===== src/rtl/bfd_pkg.sv =====
package bfd_pkg;

  typedef enum logic [2:0] {
    CMD_IO_RD       = 3'd0,
    CMD_IO_WR       = 3'd1,
    CMD_MEM_RD      = 3'd2,
    CMD_MEM_RD_LINE = 3'd3,
    CMD_MEM_RD_MULT = 3'd4,
    CMD_MEM_WR      = 3'd5,
    CMD_RSV6        = 3'd6,
    CMD_RSV7        = 3'd7
  } cmd_e;

  typedef enum logic [2:0] {
    SEL_IO_BASE   = 3'd0,
    SEL_IO_LIMIT  = 3'd1,
    SEL_MEM_BASE  = 3'd2,
    SEL_MEM_LIMIT = 3'd3,
    SEL_CTRL      = 3'd4,
    SEL_RSV5      = 3'd5,
    SEL_RSV6      = 3'd6,
    SEL_RSV7      = 3'd7
  } sel_e;

  typedef struct packed {
    logic isa_en;
    logic master_en;
    logic mem_en;
    logic io_en;
  } ctrl_t;

  typedef struct packed {
    logic fwd;
    logic dir_up;
    logic pref_ok;
  } dec_t;

  localparam int unsigned CTRL_W = $bits(ctrl_t);

endpackage


===== src/rtl/bfd_cfg_regs.sv =====
module bfd_cfg_regs
  import bfd_pkg::*;
#(
  parameter int unsigned ADDR_W   = 32,
  parameter int unsigned IO_GRAN  = 12,
  parameter int unsigned MEM_GRAN = 20,
  localparam int unsigned IO_PW   = ADDR_W - IO_GRAN,
  localparam int unsigned MEM_PW  = ADDR_W - MEM_GRAN
) (
  input  logic              clk_i,
  input  logic              rst_ni,
  input  logic              we_i,
  input  logic [2:0]        sel_i,
  input  logic [ADDR_W-1:0] wdata_i,
  output logic [IO_PW-1:0]  io_base_o,
  output logic [IO_PW-1:0]  io_limit_o,
  output logic [MEM_PW-1:0] mem_base_o,
  output logic [MEM_PW-1:0] mem_limit_o,
  output ctrl_t             ctrl_o
);

  logic unused_wdata;
  assign unused_wdata = ^wdata_i[IO_GRAN-1:CTRL_W];

  always_ff @(posedge clk_i or negedge rst_ni) begin
    if (!rst_ni) begin
      io_base_o   <= '1;
      io_limit_o  <= '0;
      mem_base_o  <= '1;
      mem_limit_o <= '0;
      ctrl_o      <= '0;
    end else if (we_i) begin
      unique case (sel_e'(sel_i))
        SEL_IO_BASE:   io_base_o   <= wdata_i[ADDR_W-1:IO_GRAN];
        SEL_IO_LIMIT:  io_limit_o  <= wdata_i[ADDR_W-1:IO_GRAN];
        SEL_MEM_BASE:  mem_base_o  <= wdata_i[ADDR_W-1:MEM_GRAN];
        SEL_MEM_LIMIT: mem_limit_o <= wdata_i[ADDR_W-1:MEM_GRAN];
        SEL_CTRL:      ctrl_o      <= ctrl_t'(wdata_i[CTRL_W-1:0]);
        default:       ;
      endcase
    end
  end


  ctrl_wr_chk: assert property (@(posedge clk_i) disable iff (!rst_ni)
    (we_i && sel_i == SEL_CTRL) |=> (ctrl_o == $past(wdata_i[CTRL_W-1:0])));


  rsv_sel_chk: assert property (@(posedge clk_i) disable iff (!rst_ni)
    (we_i && sel_i > SEL_CTRL) |=> ($stable(ctrl_o) && $stable(io_base_o) && $stable(mem_limit_o)));

endmodule


===== src/rtl/bfd_window.sv =====
module bfd_window #(
  parameter int unsigned PW = 20
) (
  input  logic [PW-1:0] page_i,
  input  logic [PW-1:0] base_i,
  input  logic [PW-1:0] limit_i,
  output logic          hit_o
);

  logic enabled;
  assign enabled = (limit_i >= base_i);
  assign hit_o   = enabled && (page_i >= base_i) && (page_i <= limit_i);

endmodule


===== src/rtl/bfd_io_dec.sv =====
module bfd_io_dec #(
  parameter int unsigned OFF_W = 2
) (
  input  logic             side_sec_i,
  input  logic             below_isa_top_i,
  input  logic [OFF_W-1:0] blk_off_i,
  input  logic             in_win_i,
  input  logic             io_en_i,
  input  logic             master_en_i,
  input  logic             isa_en_i,
  output logic             fwd_o
);

  logic isa_upper;
  // upper part of each 1KB block below the ISA boundary belongs upstream
  assign isa_upper = isa_en_i && below_isa_top_i && (blk_off_i != '0);

  always_comb begin
    if (side_sec_i) fwd_o = master_en_i && (isa_upper || !in_win_i);
    else            fwd_o = io_en_i && in_win_i && !isa_upper;
  end

endmodule


===== src/rtl/bfd_mem_dec.sv =====
module bfd_mem_dec (
  input  logic side_sec_i,
  input  logic in_win_i,
  input  logic mem_en_i,
  input  logic master_en_i,
  output logic fwd_o
);

  always_comb begin
    if (side_sec_i) fwd_o = master_en_i && !in_win_i;
    else            fwd_o = mem_en_i && in_win_i;
  end

endmodule


===== src/rtl/bridge_fwd_decoder.sv =====
module bridge_fwd_decoder
  import bfd_pkg::*;
#(
  parameter int unsigned ADDR_W   = 32,
  parameter int unsigned IO_GRAN  = 12,
  parameter int unsigned MEM_GRAN = 20,
  parameter int unsigned ISA_TOP  = 16,
  parameter int unsigned ISA_BLK  = 10,
  parameter int unsigned ISA_LOW  = 8
) (
  input  logic              clk_i,
  input  logic              rst_ni,
  input  logic              cfg_we_i,
  input  logic [2:0]        cfg_sel_i,
  input  logic [ADDR_W-1:0] cfg_wdata_i,
  input  logic              req_valid_i,
  input  logic [ADDR_W-1:0] req_addr_i,
  input  logic [2:0]        req_cmd_i,
  input  logic              req_side_i,
  output logic              out_valid_o,
  output logic              fwd_o,
  output logic              dir_up_o,
  output logic              pref_ok_o
);

  localparam int unsigned IO_PW  = ADDR_W - IO_GRAN;
  localparam int unsigned MEM_PW = ADDR_W - MEM_GRAN;
  localparam int unsigned OFF_W  = ISA_BLK - ISA_LOW;

  logic [IO_PW-1:0]  io_base, io_limit;
  logic [MEM_PW-1:0] mem_base, mem_limit;
  ctrl_t             ctrl;
  logic              io_hit, mem_hit, io_fwd, mem_fwd;
  logic              is_io, is_mem, is_pref_cmd;
  logic              below_isa_top;
  dec_t              dec;
  cmd_e              cmd;

  logic unused_addr;
  assign unused_addr = ^req_addr_i[ISA_LOW-1:0];

  bfd_cfg_regs #(
    .ADDR_W  (ADDR_W),
    .IO_GRAN (IO_GRAN),
    .MEM_GRAN(MEM_GRAN)
  ) cfg_i (
    .clk_i      (clk_i),
    .rst_ni     (rst_ni),
    .we_i       (cfg_we_i),
    .sel_i      (cfg_sel_i),
    .wdata_i    (cfg_wdata_i),
    .io_base_o  (io_base),
    .io_limit_o (io_limit),
    .mem_base_o (mem_base),
    .mem_limit_o(mem_limit),
    .ctrl_o     (ctrl)
  );

  bfd_window #(.PW(IO_PW)) io_win_i (
    .page_i (req_addr_i[ADDR_W-1:IO_GRAN]),
    .base_i (io_base),
    .limit_i(io_limit),
    .hit_o  (io_hit)
  );

  bfd_window #(.PW(MEM_PW)) mem_win_i (
    .page_i (req_addr_i[ADDR_W-1:MEM_GRAN]),
    .base_i (mem_base),
    .limit_i(mem_limit),
    .hit_o  (mem_hit)
  );

  assign below_isa_top = (req_addr_i[ADDR_W-1:ISA_TOP] == '0);

  bfd_io_dec #(.OFF_W(OFF_W)) io_dec_i (
    .side_sec_i     (req_side_i),
    .below_isa_top_i(below_isa_top),
    .blk_off_i      (req_addr_i[ISA_BLK-1:ISA_LOW]),
    .in_win_i       (io_hit),
    .io_en_i        (ctrl.io_en),
    .master_en_i    (ctrl.master_en),
    .isa_en_i       (ctrl.isa_en),
    .fwd_o          (io_fwd)
  );

  bfd_mem_dec mem_dec_i (
    .side_sec_i (req_side_i),
    .in_win_i   (mem_hit),
    .mem_en_i   (ctrl.mem_en),
    .master_en_i(ctrl.master_en),
    .fwd_o      (mem_fwd)
  );

  always_comb begin
    cmd         = cmd_e'(req_cmd_i);
    is_io       = (cmd == CMD_IO_RD) || (cmd == CMD_IO_WR);
    is_mem      = (cmd == CMD_MEM_RD) || (cmd == CMD_MEM_RD_LINE) ||
                  (cmd == CMD_MEM_RD_MULT) || (cmd == CMD_MEM_WR);
    is_pref_cmd = (cmd == CMD_MEM_RD_LINE) || (cmd == CMD_MEM_RD_MULT);
    dec.fwd     = (is_io && io_fwd) || (is_mem && mem_fwd);
    dec.dir_up  = dec.fwd && req_side_i;
    dec.pref_ok = dec.fwd && is_pref_cmd;
  end

  always_ff @(posedge clk_i or negedge rst_ni) begin
    if (!rst_ni) begin
      out_valid_o <= 1'b0;
      fwd_o       <= 1'b0;
      dir_up_o    <= 1'b0;
      pref_ok_o   <= 1'b0;
    end else begin
      out_valid_o <= req_valid_i;
      fwd_o       <= req_valid_i && dec.fwd;
      dir_up_o    <= req_valid_i && dec.dir_up;
      pref_ok_o   <= req_valid_i && dec.pref_ok;
    end
  end


  fwd_valid_chk: assert property (@(posedge clk_i) disable iff (!rst_ni)
    fwd_o |-> out_valid_o);


  idle_quiet_chk: assert property (@(posedge clk_i) disable iff (!rst_ni)
    !req_valid_i |=> !(fwd_o || dir_up_o || pref_ok_o));


  dir_side_chk: assert property (@(posedge clk_i) disable iff (!rst_ni)
    (req_valid_i && !req_side_i) |=> !dir_up_o);


  pref_fwd_chk: assert property (@(posedge clk_i) disable iff (!rst_ni)
    pref_ok_o |-> fwd_o);


  isa_block_chk: assert property (@(posedge clk_i) disable iff (!rst_ni)
    (req_valid_i && !req_side_i && ctrl.isa_en && req_cmd_i <= CMD_IO_WR &&
     req_addr_i[ADDR_W-1:ISA_TOP] == '0 && req_addr_i[ISA_BLK-1:ISA_LOW] != '0) |=> !fwd_o);


  rsv_cmd_chk: assert property (@(posedge clk_i) disable iff (!rst_ni)
    (req_valid_i && req_cmd_i >= CMD_RSV6) |=> !fwd_o);


  up_master_chk: assert property (@(posedge clk_i) disable iff (!rst_ni)
    (req_valid_i && !ctrl.master_en) |=> !dir_up_o);

endmodule


===== config.mk =====
export PLATFORM = sky130hd
export DESIGN_NAME = bridge_fwd_decoder
export DESIGN_NICKNAME = d
export VERILOG_FILES = /design/src/rtl/bfd_pkg.sv /design/src/rtl/bfd_cfg_regs.sv /design/src/rtl/bfd_window.sv /design/src/rtl/bfd_io_dec.sv /design/src/rtl/bfd_mem_dec.sv /design/src/rtl/bridge_fwd_decoder.sv
export SDC_FILE = /design/constraint.sdc
export NUM_CORES = 1
export LEC_CHECK = 0
export BUFFER_PORTS_ARGS = -buffer_cell sky130_fd_sc_hd__buf_2
export CORE_ASPECT_RATIO = 1.75
export CORE_MARGIN = 5
export CORE_UTILIZATION = 40
export CTS_CLUSTER_DIAMETER = 100
export DETAILED_ROUTE_END_ITERATION = 8
export SLEW_MARGIN = 20
export SYNTH_ARGS = -nofsm -noshare
export SYNTH_HDL_FRONTEND = slang
export SYNTH_SLANG_ARGS = --single-unit
export TNS_END_PERCENT = 10

===== constraint.sdc =====
create_clock -name clk_i -period 3.5 [get_ports clk_i]
set_input_delay 0.35 -clock clk_i [delete_from_list [all_inputs] [get_ports clk_i]]
set_output_delay 0.35 -clock clk_i [all_outputs]
set_load 0.02 [all_outputs]

[Word-level counts from Yosys, hierarchy flattened]
Index checks and enable logic that the tools add are counted.
Operators by class
  $lt $le $gt $ge: 6
  equality and inequality tests: 9
  mux-type cells: 2
  reductions and logical operators: 37
Operators with widths (count)
  20-bit greater-or-equal comparator: 2
  12-bit greater-or-equal comparator: 2
  20-bit less-or-equal comparator: 1
  1-bit logical AND: 18
  16-bit logical NOT: 1
  3-bit by 2-bit == test with 1-bit output, second input constant: 4
  12-bit less-or-equal comparator: 1
  2-bit AND reduction: 5
  3-bit == test, second input constant: 3
  1-bit logical OR: 7
  3-bit by 1-bit == test with 1-bit output, second input constant: 2
  3-bit logical NOT: 2
  1-bit logical NOT: 3
  1-bit 2-to-1 mux: 2
  2-bit nonzero test: 1
Word-level totals
  flip-flop bits (word level): 72
  output and inout port bits: 4
  logic and storage cells: 66

[Depth between registers and ports, before layout]
  word-level depth: 11
  mapped depth: 9
  depth with buffers taken out: 9

[Cells and area by module]
Synthesis repeated with hierarchy kept, for this count alone.
Second synthesis, totals
  cell total of the unflattened synthesis: 470
  area total of the unflattened synthesis: 5256.3 µm²
By module, submodules not included
  bfd_cfg_regs: instances 1, cells an instance 147, area an instance 2771.4 µm², seq. area each 1741.7 µm²
  bfd_window at io_win_i: instances 1, cells an instance 185, area an instance 1386.3 µm², seq. area each 0.0 µm²
  bfd_window at mem_win_i: instances 1, cells an instance 110, area an instance 843.3 µm², seq. area each 0.0 µm²
  bridge_fwd_decoder: instances 1, cells an instance 20, area an instance 206.4 µm², seq. area each 100.1 µm²
  bfd_io_dec: instances 1, cells an instance 5, area an instance 35.0 µm², seq. area each 0.0 µm²
  bfd_mem_dec: instances 1, cells an instance 3, area an instance 13.8 µm², seq. area each 0.0 µm²

[Least setup slack after synthesis]
No wires, ideal clock.
  path type: register to register
  start: register cfg_i.io_base_o[15]
  end: register fwd_o
  arrival: 2.614 ns
  data required time: 3.431 ns
  setup slack: 0.817 ns
  stages on the path, launching flop included: 10
  buffers on the path: 0
  path through: dfstp_2 -> inv_1 -> ha_1 -> nand4_1 -> or4_1 -> or4_1 -> a311oi_2 -> nand2_1 -> or3_1 -> nand3_1
On the way
  cells in the longest elaborated chain, start to end: 10
RTL lines
  start, declared: line bfd_cfg_regs.sv:15  | output logic [IO_PW-1:0] io_base_o,
  start signal, assigned: line bfd_cfg_regs.sv:34  | SEL_IO_BASE: io_base_o <= wdata_i[ADDR_W-1:IO_GRAN];
  20-bit greater-or-equal comparator (on tied branches): line bfd_window.sv:11, bfd_window.sv:12
  1-bit logical AND * (2 in a row): line bfd_window.sv:12  | assign hit_o = enabled && (page_i >= base_i) && (page_i <= limit_i);
  1-bit logical NOT: line bfd_io_dec.sv:19  | if (side_sec_i) fwd_o = master_en_i && (isa_upper || !in_win_i);
  1-bit logical OR: line bfd_io_dec.sv:19
  1-bit logical AND: line bfd_io_dec.sv:19
  1-bit 2-to-1 mux *: line bfd_io_dec.sv:19
  1-bit logical AND *: line bridge_fwd_decoder.sv:100  | dec.fwd = (is_io && io_fwd) || (is_mem && mem_fwd);
  1-bit logical OR *: line bridge_fwd_decoder.sv:100
  1-bit logical AND *: line bridge_fwd_decoder.sv:113  | fwd_o <= req_valid_i && dec.fwd;
  end signal, assigned: line bridge_fwd_decoder.sv:113
  end, declared: line bridge_fwd_decoder.sv:21  | output logic fwd_o,
Mark *: on every way between the ends. The rest lies on a longest branch, timed or not.
A chain may end at the register's enable or synchronous reset.

[Final worst setup path]
Same ends and word-level chain as after synthesis.

==> key figures <==
Power and ir drop
  – VDD IR max: 0.000235 V
  – LEAKAGE: 2.75 nW
  – Power after layout: 0.00303 W
  – Power per cell area: 524 mW/mm2

GRT
  – Largest net degree at the start of global routing: 41
  – Initial antenna violation count: 1
  – First-pass GRT wire length: 20500 um
  – Gr usage total: 18.0%
  – Vias in the first global route: 4275
  – Gr ovfl total: 0

Critical path
  – Crit path launch type: flop
  – WS Path Type: flop to flop
  – CP Data Required Time: 3.78 ns
  – Crit. End Element: flop
  – Worst-path fanout max: 3
  – Worst EP arrival: 3.19 ns

STA
  – Final setup viols: 0
  – Setup TNS: 0 ns
  – Tmin final: 2.92 ns
  – Slew Limit Headroom: 32.8%
  – Final Hold Vio Count: 0
  – Fmax achieved: 343 MHz
  – Final Slew Violations: 0
  – RSZ-0062 raised after global routing: false
  – Worst Max-Slew Pin Slew: 1.00 ns
  – Share of the cycle needed by the critical path after routing: 83.3%
  – Worst Skew: 0.00620 ns
  – Setup slack after layout: 0.584 ns

CTS
  – Total setup buffers inserted after CTS: 0
  – CTS Hold Bufs: 0
  – Reg clk slew, reported paths: 0.06 ns
  – Clk sinks: 72
  – PostCTS Resize Cnt: 0
  – TritonCTS Buffers: 9
  – CTS root buf: clkbuf_16
  – H-tree Lvls: 3
  – CTS tree: yes
  – Max Root-Sink Buffers: 2
  – Worst skew pair latency: 0.34 ns

Yosys
  – Largest cells by area after synthesis: ha_1 (24%), dfrtp_1 (20%), dfstp_2 (17%)
  – Synth cell count leaders: ha_1 (96), nand2_1 (75), o21ai_0 (66)
  – Fraction of registers with async set/reset: 100%
  – Cell variety after synth: 43
  – Avg Inst Size Synth: 9.31 um2
  – Count leader, synth: ha_1
  – Gate Count Post-Synth: 533
  – Register area share after synthesis: 37.1%
  – YS warnings: 0
  – Adder and majority cell fraction of the synthesized area: 24.2%
  – Synth Cell Area: 0.00496 mm2
  – Post-synthesis mux area share: 4.31%
  – Syn Nets: 704
  – Flops & latches, synth: 72
  – Synth Area in XOR/XNOR: 0.176%
  – Main flop type after synthesis: dfrtp_1
  – Yosys top cell area share: 24.2%
  – Synth area leader: ha_1
  – Post-synthesis compound-gate area fraction: 15.3%
  – Combinational family with the most area after synthesis: adder cells
  – Post-synth EDFFs: 0
  – Post-Synth Simple-Gate Area: 13.1%

Detailed routing
  – Antenna Violating Nets Remaining: 0
  – Vias: 4003
  – Routed WL: 12600 um
  – Avg Vias per Cell: 5.19
  – Routed len/inst: 16.3 um
  – DRT Pass-1 Iters: 4
  – Initial drt markers: 157
  – Remaining DRCs: 0

Placement
  – I/O Buffers: 60
  – Place WS: 0.569 ns
  – Final Wtd Congestion: 0.910
  – Final HPWL DP: 10100 um
  – Placed Area: 0.00551 mm2

Floorplan
  – Row cnt: 54
  – Die Y: 157 um
  – # IOs: 79
  – Die width: 94.2 um
  – Die area: 0.0148 mm2
  – Initial core utilization: 40.4%
  – Core ar.: 0.0123 mm2

Run status
  – Outcome: finished clean

Layout
  – Fin area: 0.00579 mm2
  – Nets@finish: 769
  – Fill cells: 1272
  – Synthesis-to-layout area growth: 16.6%
  – Share of layout cells above drive strength 1: 22.4%

Hold path
  – Hold Path Class: input port to asynchronous set/reset pin

Run
  – Max-cap violations: 0
-- cells by family (layout without fill, tap and decap cells) --
group / after synthesis / after routing
other: 0 / 1
AND/OR/NAND/NOR: 138 / 138
XOR/XNOR: 1 / 1
buffers and inverters: 76 / 146
flip-flops: 72 / 72
adder cells (fa/ha/maj): 96 / 96
AO/OA/AOI/OAI: 131 / 131
multiplexers: 19 / 19
-- path summary, 6_finish.rpt --
check	from	to	slack (ns)	cells after the start
worst min-delay path	rst_ni	cfg_i.ctrl_o[1]$_DFFE_PN0P_	0.11	1
max in group asynchronous	rst_ni	cfg_i.io_base_o[6]$_DFFE_PN1P_	2.54	2
worst max-delay path	cfg_i.io_base_o[15]$_DFFE_PN1P_	fwd_o$_DFF_PN0_	0.58	9
min in group clk_i	req_valid_i	out_valid_o$_DFF_PN0_	0.15	1
worst max register to register	cfg_i.io_base_o[15]$_DFFE_PN1P_	fwd_o$_DFF_PN0_	0.58	9
worst min register to register	cfg_i.ctrl_o[3]$_DFFE_PN0P_	cfg_i.ctrl_o[3]$_DFFE_PN0P_	0.52	1
-- cell type report --
class | count | area [um2] | share of cell area [%]
Timing Repair Buffer | 65 | 338 | 5.84
Clock inverter | 3 | 17.5 | 0.303
Inverter | 65 | 244 | 4.22
Sequential cell | 72 | 1840 | 31.8
Tap cell | 168 | 210 | 3.63
Multi-Input combinational cell | 385 | 2870 | 49.7
Clock buffer | 13 | 260 | 4.50
Antenna cell | 1 | 2.50 | 0.0432
-- per-layer routing --
layer | up-vias | GRT usage [%] | wire length (um)
met3 | 20 | 3.01 | 367
li1 | 2016 | - | -
met4 | 0 | 6.82 | 278
met5 | - | 0 | 0
met2 | 59 | 35.5 | 7140
met1 | 1908 | 18.4 | 4780
-- sequential cells by signal, summed over array words and instances (netlist names) --
signal / count
cfg_i.io_base_o: 20
cfg_i.io_limit_o: 20
cfg_i.mem_base_o: 12
cfg_i.mem_limit_o: 12
cfg_i.ctrl_o: 4
dir_up_o: 1
fwd_o: 1
out_valid_o: 1
pref_ok_o: 1
-- cells in the final DEF (no fill, tap or decap), types with 2 or more instances in the layout --
cell type	instances
clkbuf_16	9
mux2_2	19
nand3b_1	2
nor2b_1	3
clkbuf_8	2
a21o_1	7
o211ai_1	5
nand4_1	11
or4_1	3
nand2b_1	2
or3_1	2
o31ai_1	2
a211oi_1	3
o21ai_0	66
and4_1	3
buf_2	60
clkinv_2	2
clkbuf_1	2
nor2_1	15
a2111oi_0	2
dfrtp_1	40
nand3_1	5
a41oi_1	2
nor4bb_4	2
nand2_1	75
a221o_1	2
inv_1	65
nor3_1	7
nor3b_1	2
buf_4	5
dfstp_2	32
and2_1	2
nor4_1	2
ha_1	96
a21oi_1	33
-- worst max-delay path, stage by stage, from the launching register on --
cell and delay (ns):
dfstp_2 0.51, inv_1 0.07, ha_1 0.32, nand4_1 0.15, or4_1 0.55, or4_1 0.43
a311oi_2 0.24, nand2_1 0.16, or3_1 0.36, nand3_1 0.08
-- per-stage QoR --
| step | hold slack (ns) | utilization (%) | std cells |
|---|---|---|---|
| floorplan | 0.0544 | - | 533 |
| global placement | 0.477 | 44.8 | 755 |
| detailed placement | 0.495 | 44.8 | 755 |
| CTS | 0.135 | 47.0 | 771 |
| global route | 0.144 | 47.1 | 772 |
| finish | 0.107 | 47.1 | 772 |
-- power by group --
group	switching, W	total (W)	internal (W)
Clock	0.000347	0.000863	0.000516
Combinational	0.000590	0.00103	0.000440
Sequential	0.0000851	0.00114	0.00106
(Power assumes the default switching activity.)
